File: config.mk
export PLATFORM = sky130hd
export DESIGN_NAME = cordic_sincos
export DESIGN_NICKNAME = d
export VERILOG_FILES = /design/src/rtl/cordic_pkg.sv /design/src/rtl/cordic_asr.sv /design/src/rtl/cordic_atan_rom.sv /design/src/rtl/cordic_ctrl.sv /design/src/rtl/cordic_datapath.sv /design/src/rtl/cordic_sincos.sv
export SDC_FILE = /design/constraint.sdc
export NUM_CORES = 1
export LEC_CHECK = 0
export BUFFER_PORTS_ARGS = -buffer_cell sky130_fd_sc_hd__buf_4
export CAP_MARGIN = 20
export CORE_ASPECT_RATIO = 0.5
export CORE_MARGIN = 2
export CORE_UTILIZATION = 25
export CTS_CLUSTER_SIZE = 12
export DETAILED_ROUTE_END_ITERATION = 16
export GPL_ROUTABILITY_DRIVEN = 0
export PLACE_DENSITY = 0.48
export SLEW_MARGIN = 20
export SYNTH_ARGS = -nofsm -noshare
export SYNTH_HDL_FRONTEND = slang
export SYNTH_SLANG_ARGS = --single-unit
File: constraint.sdc
create_clock -name clk -period 7.4 [get_ports clk]
set_input_delay 0.74 -clock clk [delete_from_list [all_inputs] [get_ports clk]]
set_output_delay 0.74 -clock clk [all_outputs]
set_load 0.005 [all_outputs]
File: src/rtl/cordic_pkg.sv
package cordic_pkg;

  typedef enum logic {
    ST_IDLE = 1'b0,
    ST_RUN  = 1'b1
  } cordic_state_e;

  // Map a requested rotation count onto the legal range 1..lim.
  function automatic int unsigned clamp_count(int unsigned req, int unsigned lim);
    if (req == 0)  return 1;
    if (req > lim) return lim;
    return req;
  endfunction

endpackage

File: src/rtl/cordic_asr.sv
// Logarithmic arithmetic right shifter; one mux stage per shift-amount bit.
module cordic_asr #(
  parameter int W    = 16,
  parameter int SH_W = 5
) (
  input  logic signed [W-1:0]    din,
  input  logic        [SH_W-1:0] sh,
  output logic signed [W-1:0]    dout
);

  logic signed [W-1:0] stg [SH_W+1];

  assign stg[0] = din;

  for (genvar s = 0; s < SH_W; s++) begin : g_stage
    localparam int K = 1 << s;
    if (K >= W) begin : g_full
      assign stg[s+1] = sh[s] ? {W{stg[s][W-1]}} : stg[s];
    end else begin : g_part
      assign stg[s+1] = sh[s] ? {{K{stg[s][W-1]}}, stg[s][W-1:K]} : stg[s];
    end
  end

  assign dout = stg[SH_W];

endmodule

File: src/rtl/cordic_atan_rom.sv
// Elementary rotation angles atan(2^-i), base precision Q2.13, widened by left shift.
module cordic_atan_rom #(
  parameter int ANG_W = 16,
  parameter int IDX_W = 5
) (
  input  logic        [IDX_W-1:0] idx,
  output logic signed [ANG_W-1:0] atan_o
);

  localparam int SHL = ANG_W - 16;

  logic [15:0] base;

  always_comb begin
    unique case (idx)
      IDX_W'(0):  base = 16'd6434;
      IDX_W'(1):  base = 16'd3798;
      IDX_W'(2):  base = 16'd2007;
      IDX_W'(3):  base = 16'd1019;
      IDX_W'(4):  base = 16'd511;
      IDX_W'(5):  base = 16'd256;
      IDX_W'(6):  base = 16'd128;
      IDX_W'(7):  base = 16'd64;
      IDX_W'(8):  base = 16'd32;
      IDX_W'(9):  base = 16'd16;
      IDX_W'(10): base = 16'd8;
      IDX_W'(11): base = 16'd4;
      IDX_W'(12): base = 16'd2;
      IDX_W'(13): base = 16'd1;
      default:    base = 16'd0;
    endcase
  end

  assign atan_o = ANG_W'(base) << SHL;

endmodule

File: src/rtl/cordic_ctrl.sv
// Sequencer: accepts a request when idle, steps the rotation index, flags completion.
module cordic_ctrl
  import cordic_pkg::*;
#(
  parameter int MAX_ITER = 29,
  parameter int IT_W     = 5
) (
  input  logic            clk,
  input  logic            rst_n,
  input  logic            start,
  input  logic [IT_W-1:0] iter_n,
  output logic            load,
  output logic            step,
  output logic [IT_W-1:0] idx,
  output logic            busy,
  output logic            done
);

  cordic_state_e   state_q, state_d;
  logic [IT_W-1:0] idx_q, idx_d;
  logic [IT_W-1:0] last_q, last_d;
  logic            done_q, done_d;
  logic [IT_W-1:0] n_eff;

  assign n_eff = IT_W'(clamp_count(int'(iter_n), MAX_ITER));

  always_comb begin
    state_d = state_q;
    idx_d   = idx_q;
    last_d  = last_q;
    done_d  = 1'b0;
    load    = 1'b0;
    step    = 1'b0;
    unique case (state_q)
      ST_IDLE: begin
        if (start) begin
          load    = 1'b1;
          state_d = ST_RUN;
          idx_d   = '0;
          last_d  = n_eff - IT_W'(1);
        end
      end
      ST_RUN: begin
        step  = 1'b1;
        idx_d = idx_q + IT_W'(1);
        if (idx_q == last_q) begin
          state_d = ST_IDLE;
          done_d  = 1'b1;
        end
      end
      default: state_d = ST_IDLE;
    endcase
  end

  always_ff @(posedge clk or negedge rst_n) begin
    if (!rst_n) begin
      state_q <= ST_IDLE;
      idx_q   <= '0;
      last_q  <= '0;
      done_q  <= 1'b0;
    end else begin
      state_q <= state_d;
      done_q  <= done_d;
      if (load || step) idx_q <= idx_d;
      if (load)         last_q <= last_d;
    end
  end

  assign idx  = idx_q;
  assign busy = (state_q == ST_RUN);
  assign done = done_q;

endmodule

File: src/rtl/cordic_datapath.sv
// x, y and accumulated-angle registers with one micro-rotation per enabled cycle.
module cordic_datapath #(
  parameter int W     = 16,
  parameter int ANG_W = 16,
  parameter int IT_W  = 5
) (
  input  logic                    clk,
  input  logic                    rst_n,
  input  logic                    load,
  input  logic                    step,
  input  logic        [IT_W-1:0]  idx,
  input  logic signed [ANG_W-1:0] angle_i,
  output logic signed [W-1:0]     x_o,
  output logic signed [W-1:0]     y_o
);

  localparam int OUT_FRAC = W - 2;
  // 0.6073 scaled into the output format, rounded to nearest
  localparam logic signed [W-1:0] X_INIT =
    W'((6073 * (1 << OUT_FRAC) + 5000) / 10000);

  logic signed [W-1:0]     x_q, x_d, y_q, y_d;
  logic signed [ANG_W-1:0] z_q, z_d, tgt_q;
  logic signed [W-1:0]     x_sh, y_sh;
  logic signed [ANG_W-1:0] at;
  logic                    dir_up;

  cordic_asr #(.W(W), .SH_W(IT_W)) u_shx (.din(x_q), .sh(idx), .dout(x_sh));
  cordic_asr #(.W(W), .SH_W(IT_W)) u_shy (.din(y_q), .sh(idx), .dout(y_sh));
  cordic_atan_rom #(.ANG_W(ANG_W), .IDX_W(IT_W)) u_rom (.idx(idx), .atan_o(at));

  assign dir_up = (tgt_q > z_q);

  always_comb begin
    x_d = x_q;
    y_d = y_q;
    z_d = z_q;
    if (load) begin
      x_d = X_INIT;
      y_d = '0;
      z_d = '0;
    end else if (step) begin
      if (dir_up) begin
        x_d = x_q - y_sh;
        y_d = y_q + x_sh;
        z_d = z_q + at;
      end else begin
        x_d = x_q + y_sh;
        y_d = y_q - x_sh;
        z_d = z_q - at;
      end
    end
  end

  always_ff @(posedge clk or negedge rst_n) begin
    if (!rst_n) begin
      x_q   <= '0;
      y_q   <= '0;
      z_q   <= '0;
      tgt_q <= '0;
    end else begin
      if (load || step) begin
        x_q <= x_d;
        y_q <= y_d;
        z_q <= z_d;
      end
      if (load) tgt_q <= angle_i;
    end
  end

  assign x_o = x_q;
  assign y_o = y_q;

endmodule

File: src/rtl/cordic_sincos.sv
module cordic_sincos #(
  parameter int W        = 16,
  parameter int ANG_W    = 16,
  parameter int MAX_ITER = 29,
  localparam int IT_W    = $clog2(MAX_ITER + 1)
) (
  input  logic                    clk,
  input  logic                    rst_n,
  input  logic                    start,
  input  logic signed [ANG_W-1:0] angle_i,
  input  logic        [IT_W-1:0]  iter_n,
  output logic                    busy,
  output logic                    done,
  output logic signed [W-1:0]     cos_o,
  output logic signed [W-1:0]     sin_o
);

  logic            load, step;
  logic [IT_W-1:0] idx;

  cordic_ctrl #(.MAX_ITER(MAX_ITER), .IT_W(IT_W)) u_ctrl (
    .clk(clk), .rst_n(rst_n), .start(start), .iter_n(iter_n),
    .load(load), .step(step), .idx(idx), .busy(busy), .done(done)
  );

  cordic_datapath #(.W(W), .ANG_W(ANG_W), .IT_W(IT_W)) u_dp (
    .clk(clk), .rst_n(rst_n), .load(load), .step(step), .idx(idx),
    .angle_i(angle_i), .x_o(cos_o), .y_o(sin_o)
  );

endmodule

==> Yosys cells after proc, flatten, opt, wreduce, memory -nomap -nowiden <==
Memory sizes are Yosys's and may differ from the RTL's.
Cells that the tools add are included.
{ "totals": {"register_bits": 76, "rom_bits": 208, "inputBits": 24, "out_inout_bits": 34, "elab_cells": 64, "n_memories": 1} }
{ "classes": {"n_addsub": 8, "magnitude_cmp": 2, "eq_ne": 2, "mux": 36, "bitwise_logic": 1, "reduce_logical": 6} }
{ "memory_table": {"columns": ["name", "words", "word_bits", "rd", "rd_clocked_by_memory_dff", "wr", "line", "text"], "rows": [
  ["(name not given)", 16, 13, 1, 0, 0, "cordic_atan_rom.sv:15", "unique case (idx)"]
]} }
{ "ops": {"columns": ["cell", "n"], "rows": [
  ["2-to-1 mux 16 bit", 10],
  ["2-to-1 mux 15 bit", 10],
  ["adder 16 bit", 3],
  ["subtractor 16 bit", 3],
  ["2-to-1 mux 5 bit", 4],
  ["greater-than comparator 16 bit", 1],
  ["2-to-1 mux 1 bit", 10],
  ["case mux 5 bit (2 select lines)", 1],
  ["adder 5 x 1 -> 5 bit, second input constant", 1],
  ["== test 5 bit", 1],
  ["greater-than comparator 5 bit, second input constant", 1],
  ["logical NOT 5 bit", 1],
  ["subtractor 5 x 1 -> 5 bit, second input constant", 1],
  ["AND reduction 2 bit", 2],
  ["AND reduction 3 bit", 1],
  ["inequality test 2 bit, second input constant", 1],
  ["case mux 1 bit (2 select lines)", 1],
  ["nonzero test 2 bit", 1],
  ["logical OR 1 bit", 1],
  ["NOT 1 bit", 1]
]} }

==> Depth between registers and ports, before layout <==
Gate-level depths: netlist of the first run.
{ "depth": {"ltp_word": 9, "mapped_depth": 24, "ltp_nobuf": 21} }

==> Cells and area by module <==
From an unflattened synthesis of the first run, not the netlist that was laid out.
{ "unflattened": {"cells_unflattened": 942, "area_unflattened_um2": 8460.6} }
{ "by_module_without_submodules": {"columns": ["mod", "n_inst", "cells_per_inst", "area_each_um2", "seq_area_each_um2"], "rows": [
  ["cordic_datapath", 1, 667, 5914.4, 1601.5],
  ["cordic_asr", 2, 84, 769.5, 0.0],
  ["cordic_ctrl", 1, 62, 663.1, 300.3],
  ["cordic_atan_rom", 1, 45, 344.1, 0.0]
]} }

==> Least setup slack after synthesis of the first run <==
No wires, ideal clock.
{ "synth_path": {"path_type": "reg2reg", "from": "reg u_dp.z_q[15]", "to": "reg u_dp.x_q[14] (netlist: u_dp.x_o[14])", "setup_time_ns": 0.133, "t_arrival_ns": 4.956, "t_required_ns": 7.267, "setup_slack_ns": 2.311, "path_stages_with_launch": 21, "path_buffers": 2, "synth_period_minus_slack_ns": 5.089, "cell_sequence": "dfrtp_1 inv_1 ha_1 nand4_1 or4_1 a21oi_1 a211oi_1 a21oi_1 clkbuf_1 buf_1 mux2i_1 fa_1 a21o_1 a21oi_1 o21a_1 o21ai_0 a311o_1 a2111o_1 a31oi_1 xor2_1 o21ai_0"} }
{ "synth_via": {"elab_chain_len": 4} }
{ "synth_rtl": {"columns": ["item", "line", "text"], "rows": [
  ["start: declaration", "cordic_datapath.sv:23", "logic signed [ANG_W-1:0] z_q, z_d, tgt_q;"],
  ["start signal: assignment", "cordic_datapath.sv:65", "z_q <= z_d;"],
  ["greater-than comparator 16 bit", "cordic_datapath.sv:32", "assign dir_up = (tgt_q > z_q);"],
  ["2-to-1 mux 16 bit", "cordic_datapath.sv:43", "if (dir_up) begin"],
  ["2-to-1 mux 16 bit", "cordic_datapath.sv:42", "end else if (step) begin"],
  ["2-to-1 mux 16 bit", "cordic_datapath.sv:38", "if (load) begin"],
  ["end signal: assignment", "cordic_datapath.sv:57", "x_q <= '0;"],
  ["end signal: assignment", "cordic_datapath.sv:63", "x_q <= x_d;"],
  ["end: declaration", "cordic_datapath.sv:22", "logic signed [W-1:0] x_q, x_d, y_q, y_d;"]
]} }
Every way passes these cells. The select of a mux whose other input is x is not followed.
A chain may end at the register's enable or synchronous reset.

==> Worst setup path in the final report of the first run <==
{ "layout_path": {"from": "reg u_ctrl.idx_q[1] (netlist: u_ctrl.idx[1])", "to": "reg u_dp.x_q[14] (netlist: u_dp.x_o[14])"} }
{ "layout_via": {"elab_chain_len": 8, "word_cells_on_any_way": 9, "classes_between": "add/sub: 2; mux: 7"} }
{ "layout_rtl": {"columns": ["item", "line", "text"], "rows": [
  ["start: declaration", "cordic_ctrl.sv:20", "logic [IT_W-1:0] idx_q, idx_d;"],
  ["start signal: assignment", "cordic_ctrl.sv:64", "if (load || step) idx_q <= idx_d;"],
  ["2-to-1 mux 15 bit * (3 in a row)", "cordic_asr.sv:20", "assign stg[s+1] = sh[s] ? {{K{stg[s][W-1]}}, stg[s][W-1:K]} : stg[s];"],
  ["2-to-1 mux 15 bit *", "cordic_asr.sv:18", "assign stg[s+1] = sh[s] ? {W{stg[s][W-1]}} : stg[s];"],
  ["adder 16 bit / subtractor 16 bit (equally long branches)", "cordic_datapath.sv:48, cordic_datapath.sv:44", null],
  ["2-to-1 mux 16 bit *", "cordic_datapath.sv:43", null],
  ["2-to-1 mux 16 bit *", "cordic_datapath.sv:42", null],
  ["2-to-1 mux 16 bit *", "cordic_datapath.sv:38", null]
]} }
Every way passes the cells marked *; elsewhere a longest branch is shown, timed or not. The select of a mux whose other input is x is not followed.

==> impl_metrics.tcl, run 1 <==
set metrics [dict create \
    grtUsageMet2 0.247 \
    rsz0062_at_grt "false" \
    worst_slew_pin_slew_ns 0.957 \
    syn-mean-instance-area_sq_um 8.64 \
    hold_viol 0 \
    antenna_found_initial 1 \
    syn-cell-area_sq_um 8150 \
    clk_pin_slew_ns 0.07 \
    synthCells 943 \
    worst_skew_pair.late_latency_ns 0.36 \
    arrival_ns 5.80 \
    finalWorstSetupSlack_ns 1.83 \
    clock-sinks 76 \
    setup_viol 0 \
    yosysWarnings 0 \
    post_cts_resized 0 \
    drive_gt1_frac 0.169 \
    grt_use_met3 0.0345 \
    drtAntennaViolNets 0 \
    io_pins 58 \
    htreeDepth 3 \
    fillers 3394 \
    layout_commonest_cell "nand2_1" \
    finClkSkew_ns 0.00863 \
    rrSetupSlack_ns 1.83 \
    dp_slack_ns 1.93 \
    ys_seq_area_frac 0.233 \
    status "finished clean" \
    cp_max_fo 31 \
    post_drt_via_cell_ratio 5.14 \
    wl_per_cell_um 17.5 \
    maxSlewViolCount 0 \
    synth_top_cell_by_area "dfrtp_1" \
    drt_first_pass_iters 5 \
    layout_common_cells "100 x nand2_1, 77 x nor2_1, 74 x dfrtp_1" \
    coreArea_sq_um 31900 \
    dieWidth_um 259 \
    chipHeight_um 132 \
    post-cts-setup-buffers 0 \
    drt_iter0_drc 445 \
    vias 7288 \
    r2r-start "u_ctrl.idx[1]" \
    cts-root-buf "clkbuf_16" \
    rr_worst_depth 19 \
    slowest_stage "dfrtp_2" \
    reg2reg_to "u_dp.x_o[14]" \
    ys_top_cells_by_area "dfrtp_1 23%, ha_1 11%, mux4_2 6.4%" \
    ys_seq_elements 76 \
    hpwl_um 18400 \
    max_cap_viol_count 0 \
    busiest_layer "met2" \
    rows 46 \
    numCtsBuffers 9 \
    cp-end-kind "register" \
    nets 1080 \
    placed_area_sq_um 9020 \
    diodes 0 \
    hp-class "in2async" \
    initial_core_util 0.255 \
    cts_tree "built" \
    synth_edf_count 0 \
    yosys_most_used_dff "dfrtp_1" \
    start_kind "register" \
    area_delta_synth_final_pct 14.8 \
    post-route-period-util 0.753 \
    grt_usage 0.148 \
    grtUsageMet1 0.190 \
    maxSlewHeadroom 0.354 \
    setup_tns_ns 0 \
    grt_pass1_vias 7229 \
    grt_pass1_wl_um 39900 \
    cts_buffer_depth 2 \
    crit_required_ns 7.63 \
    fmax_mhz 179 \
    overflow 0 \
    hold_buffers 0 \
    remaining_drc_errors 0 \
    grt_max_degree 52 \
    crit_type "reg2reg" \
    postLayoutCellArea_sq_um 9350 \
    synth.top_cell.area_share 0.233 \
    fin_crit_ns 5.57 \
    syn-num-nets 1043 \
    cp-startpoint "u_ctrl.idx[1]" \
    totalWireLength_um 24800 \
    slowest_delay_ns 0.81 \
    die_area_sq_um 34100 \
    synthArstFlopShare 1.00 \
    port_buffers 57 \
    path_cells "buf_4, mux4_2, nand2_1, nand2_1, a22oi_1, and2_1, ha_1, inv_1, mux2i_1, fa_1, a21o_1, a21oi_1, o21a_1, o21ai_0, a311o_1, a2111o_1, a31oi_1, xor2_1, o21ai_0" \
    ys_types 72 \
]
critical path: cells and delay by family, from the launching register on:
kind                       cells  cell delay (ns)
muxes                          2             0.67
adders and majority gates      2             0.70
AOI/OAI and AO/OA              9             2.22
xor gates and xnor gates       1             0.16
DFF                            1             0.81
buffers and inverters          2             0.51
and+or+nand+nor                3             0.36
routing by layer:
layer,wire [um],part of all wire
met5,11,0.00044
met4,373,0.015
met3,1310,0.053
met2,11800,0.48
met1,11300,0.46
worst max-delay path by stage:
stage / cells after the start / to / slack [ns]
5_1_grt: 17 / u_dp.y_o[14] / 1.40
6_report: 19 / u_dp.x_o[14] / 1.83
4_1_cts: 19 / u_dp.x_o[14] / 1.88
3_3_place_gp: 19 / u_dp.x_o[14] / 1.99
2_1_floorplan: 20 / u_dp.x_o[14] / 2.31
3_5_place_dp: 19 / u_dp.x_o[14] / 1.93
through the flow:
step	hold slack (ns)	cells	utilization
floorplan	0.444	943	-
global placement	0.507	1401	0.283
detailed placement	0.507	1401	0.283
CTS	0.290	1417	0.293
global route	0.302	1417	0.293
finish	0.281	1417	0.293
registers in the layout, indices dropped and copies added, names as in the netlist:
| name | count |
|---|---|
| u_ctrl.done | 1 |
| u_ctrl.busy | 1 |
| u_dp.z_q | 16 |
| u_dp.tgt_q | 16 |
| u_ctrl.last_q | 5 |
| u_dp.y_o | 16 |
| u_dp.x_o | 16 |
| u_ctrl.idx | 5 |
synthesized netlist by cell type (3+ instances only):
library cell  number
o211ai_1           9
nor2b_1           11
xor2_1            34
nand3_1           21
o21a_1             6
o2111ai_1          5
and3_1             9
inv_1             42
dfrtp_1           76
o21bai_1           5
fa_1               3
a211oi_1           7
nand2b_1          13
ha_1              73
mux2_2            25
clkbuf_1          26
o31ai_1           15
mux2i_1           27
o22ai_1           15
a311oi_1           4
nand2_1          100
and2_1             3
xnor2_1           51
buf_6              4
a21oi_1           68
a21o_1            12
buf_1              4
mux4_1             3
nand3b_1           3
o221ai_1           3
buf_2             10
o21ai_0           55
o22a_1             4
a221oi_1           3
nor2_1            77
mux4_2            23
or2_2             11
a22oi_1            7
nor3_1            20
nand4_1            5
a31oi_1           11
cell type report:
type / instances / area [sq um] / share of cell area
sequential: 76 / 1900 / 0.204
inverter: 44 / 165 / 0.0177
clock inverter: 6 / 95.1 / 0.0102
clock buffer: 10 / 239 / 0.0255
multi-input combinational: 777 / 5870 / 0.627
timing repair buffer: 72 / 541 / 0.0578
tap: 432 / 541 / 0.0578
cells by family (layout without fill, tap and decap cells):
kind of cell	after synthesis	count (layout)	synth area share
AO/OA/AOI/OAI	251	251	0.200
XOR/XNOR	85	85	0.0914
buffers and inverters	90	132	0.0476
multiplexers	79	79	0.143
adder cells (fa/ha/maj)	76	76	0.120
flip-flops	76	76	0.233
AND/OR/NAND/NOR	286	286	0.165
Power of run 1 is left out: the tool's default activity adds up to more than one toggle a clock period on the data nets, which glitch-free logic cannot reach.
==> run 2, diff against run 1 <==
PLACE_DENSITY = 0.49   (was 0.48)
clock period = 4.9 ns   (was 7.4 ns; I/O delays follow)
==> run 2 against run 1 <==
Sequential share of layout area down 1.5 points. Critical path type unchanged. Register-to-register slack worse by 1.5 ns. Clock skew down 0.0030 ns. Die area unchanged. Maximum frequency up 21%. Largest cell class unchanged. Critical path depth unchanged. Flip-flop and latch count unchanged. Global-route usage up 0.26 points. Core utilization up 2.4 points. Final area up 8.2%. Routed wire length up 3.1%. Clock-buffer cell count unchanged.
==> impl_metrics.tcl, run 2 (synthesized netlist as in run 1, its figures left out) <==
set metrics [dict create \
    status "finished clean" \
    clock-sinks 76 \
    path_cells "buf_4, mux4_2, nand2_1, nand2_1, a22oi_1, and2_1, ha_1, inv_1, mux2i_2, fa_1, a21o_1, a21oi_2, o21a_1, o21ai_0, a311o_1, a2111o_1, a31oi_1, xor2_1, o21ai_0" \
    nets 1166 \
    grt_pass1_wl_um 40800 \
    htreeDepth 3 \
    hold_buffers 0 \
    grt_pass1_vias 7659 \
    drt-met1-wl_um 11900 \
    topRoutingLayerUsed "met4" \
    drtAntennaViolNets 0 \
    drive_gt1_frac 0.253 \
    grt_usage 0.150 \
    chipHeight_um 132 \
    slowest_stage "dfrtp_4" \
    worst_slew_pin_slew_ns 0.780 \
    hold_viol 0 \
    fillers 3353 \
    numCtsBuffers 9 \
    slowest_delay_ns 0.49 \
    maxSlewViolCount 0 \
    cts_buffer_depth 2 \
    r2r-start "u_ctrl.idx[1]" \
    io_pins 58 \
    rr_worst_depth 19 \
    setup_tns_ns 0 \
    crit_type "reg2reg" \
    wl_per_cell_um 17.0 \
    worst_skew_pair.late_latency_ns 0.36 \
    drt_iter0_drc 512 \
    maxSlewHeadroom 0.480 \
    fmax_mhz 217 \
    rrSetupSlack_ns 0.29 \
    crit_required_ns 5.12 \
    drt_first_pass_iters 4 \
    antenna_found_initial 0 \
    initial_core_util 0.255 \
    finClkSkew_ns 0.00561 \
    reg2reg_to "u_dp.x_o[14]" \
    post-route-period-util 0.941 \
    coreArea_sq_um 31900 \
    setup_viol 0 \
    grt_max_degree 45 \
    hpwl_um 19300 \
    layout_commonest_cell "buf_4" \
    die_area_sq_um 34100 \
    area_delta_synth_final_pct 24.3 \
    cp_max_fo 9 \
    dieWidth_um 259 \
    cp-end-kind "register" \
    postLayoutCellArea_sq_um 10100 \
    dr_wl_met3_um 974 \
    cts_tree "built" \
    layout_common_cells "152 x buf_4, 100 x nand2_1, 77 x nor2_1" \
    totalWireLength_um 25500 \
    max_cap_viol_count 0 \
    arrival_ns 4.84 \
    clk_pin_slew_ns 0.07 \
    hp-class "in2async" \
    fin_crit_ns 4.61 \
    post-route-util 0.317 \
    port_buffers 57 \
    vias 7671 \
    cts-root-buf "clkbuf_16" \
    remaining_drc_errors 0 \
    diodes 0 \
    post_drt_via_cell_ratio 5.10 \
    start_kind "register" \
    placed_area_sq_um 9600 \
    dr_wl_met2_um 12100 \
    overflow 0 \
    rows 46 \
]
-- run 2: cell count changes in the layout (fill, tap and decap cells not counted), moves of 3 or more --
cell,change
a21oi_1,-5
a21oi_2,+5
buf_12,+3
buf_4,+80
clkinv_2,+3
mux2i_1,-3
mux2i_2,+3
-- run 2: how the worst max path moves through the flow --
stage                       start      endpoint  slack [ns]  cells past startpoint
detailed placement   u_dp.z_q[11]  u_dp.z_q[15]        0.09                     20
global placement      u_dp.z_q[9]  u_dp.z_q[15]        0.13                     20
floorplan            u_dp.z_q[15]  u_dp.z_q[15]        0.06                     21
CTS                   u_dp.z_q[9]  u_dp.z_q[15]        0.02                     20
global route        u_ctrl.idx[0]  u_dp.x_o[14]       -0.03                     19
finish              u_ctrl.idx[1]  u_dp.x_o[14]        0.29                     19
-- run 2: final cells by class --
cell class              count  area [sq um]  area share
multi-input cells         777          5960       0.589
repair buffers            158          1280       0.126
clock inverters             6          40.0     0.00396
well taps                 432           541      0.0534
flip-flops and latches     76          1910       0.189
clock buffers              10           229      0.0226
inverters                  44           165      0.0163
-- run 2: metal layers --
metal | track usage | vias to the layer above
met5 | 0 | -
met4 | 0.0473 | 0
met3 | 0.0258 | 39
met2 | 0.251 | 169
met1 | 0.197 | 3770
li1 | - | 3693
-- run 2: what timing repair did --
action / CTS / global route
resized for setup: 0 / 26
endpoints found under the setup margin: 0 / 12
buffers inserted: 0 / 14
-- run 2: metrics by stage --
| stage | worst slack (ns) | std cells | hold WS, ns |
|---|---|---|---|
| after global placement | 0.128 | 1471 | 0.476 |
| after detailed placement | 0.0920 | 1471 | 0.484 |
| after global routing | -0.0261 | 1503 | 0.0998 |
| final | 0.289 | 1503 | 0.0809 |
| after floorplan | 0.0625 | 943 | 0.194 |
| after CTS | 0.0230 | 1487 | 0.0884 |
-- run 2: critical path, delay by kind of cell (launching register included) --
kind,cells,cell delay (ns)
xor+xnor,1,0.15
compound gates,9,2.00
buf+inv,2,0.22
simple gates,3,0.37
fa+ha+maj,2,0.69
flops,1,0.49
mux,2,0.57
Power of run 2 is left out for the same reason.
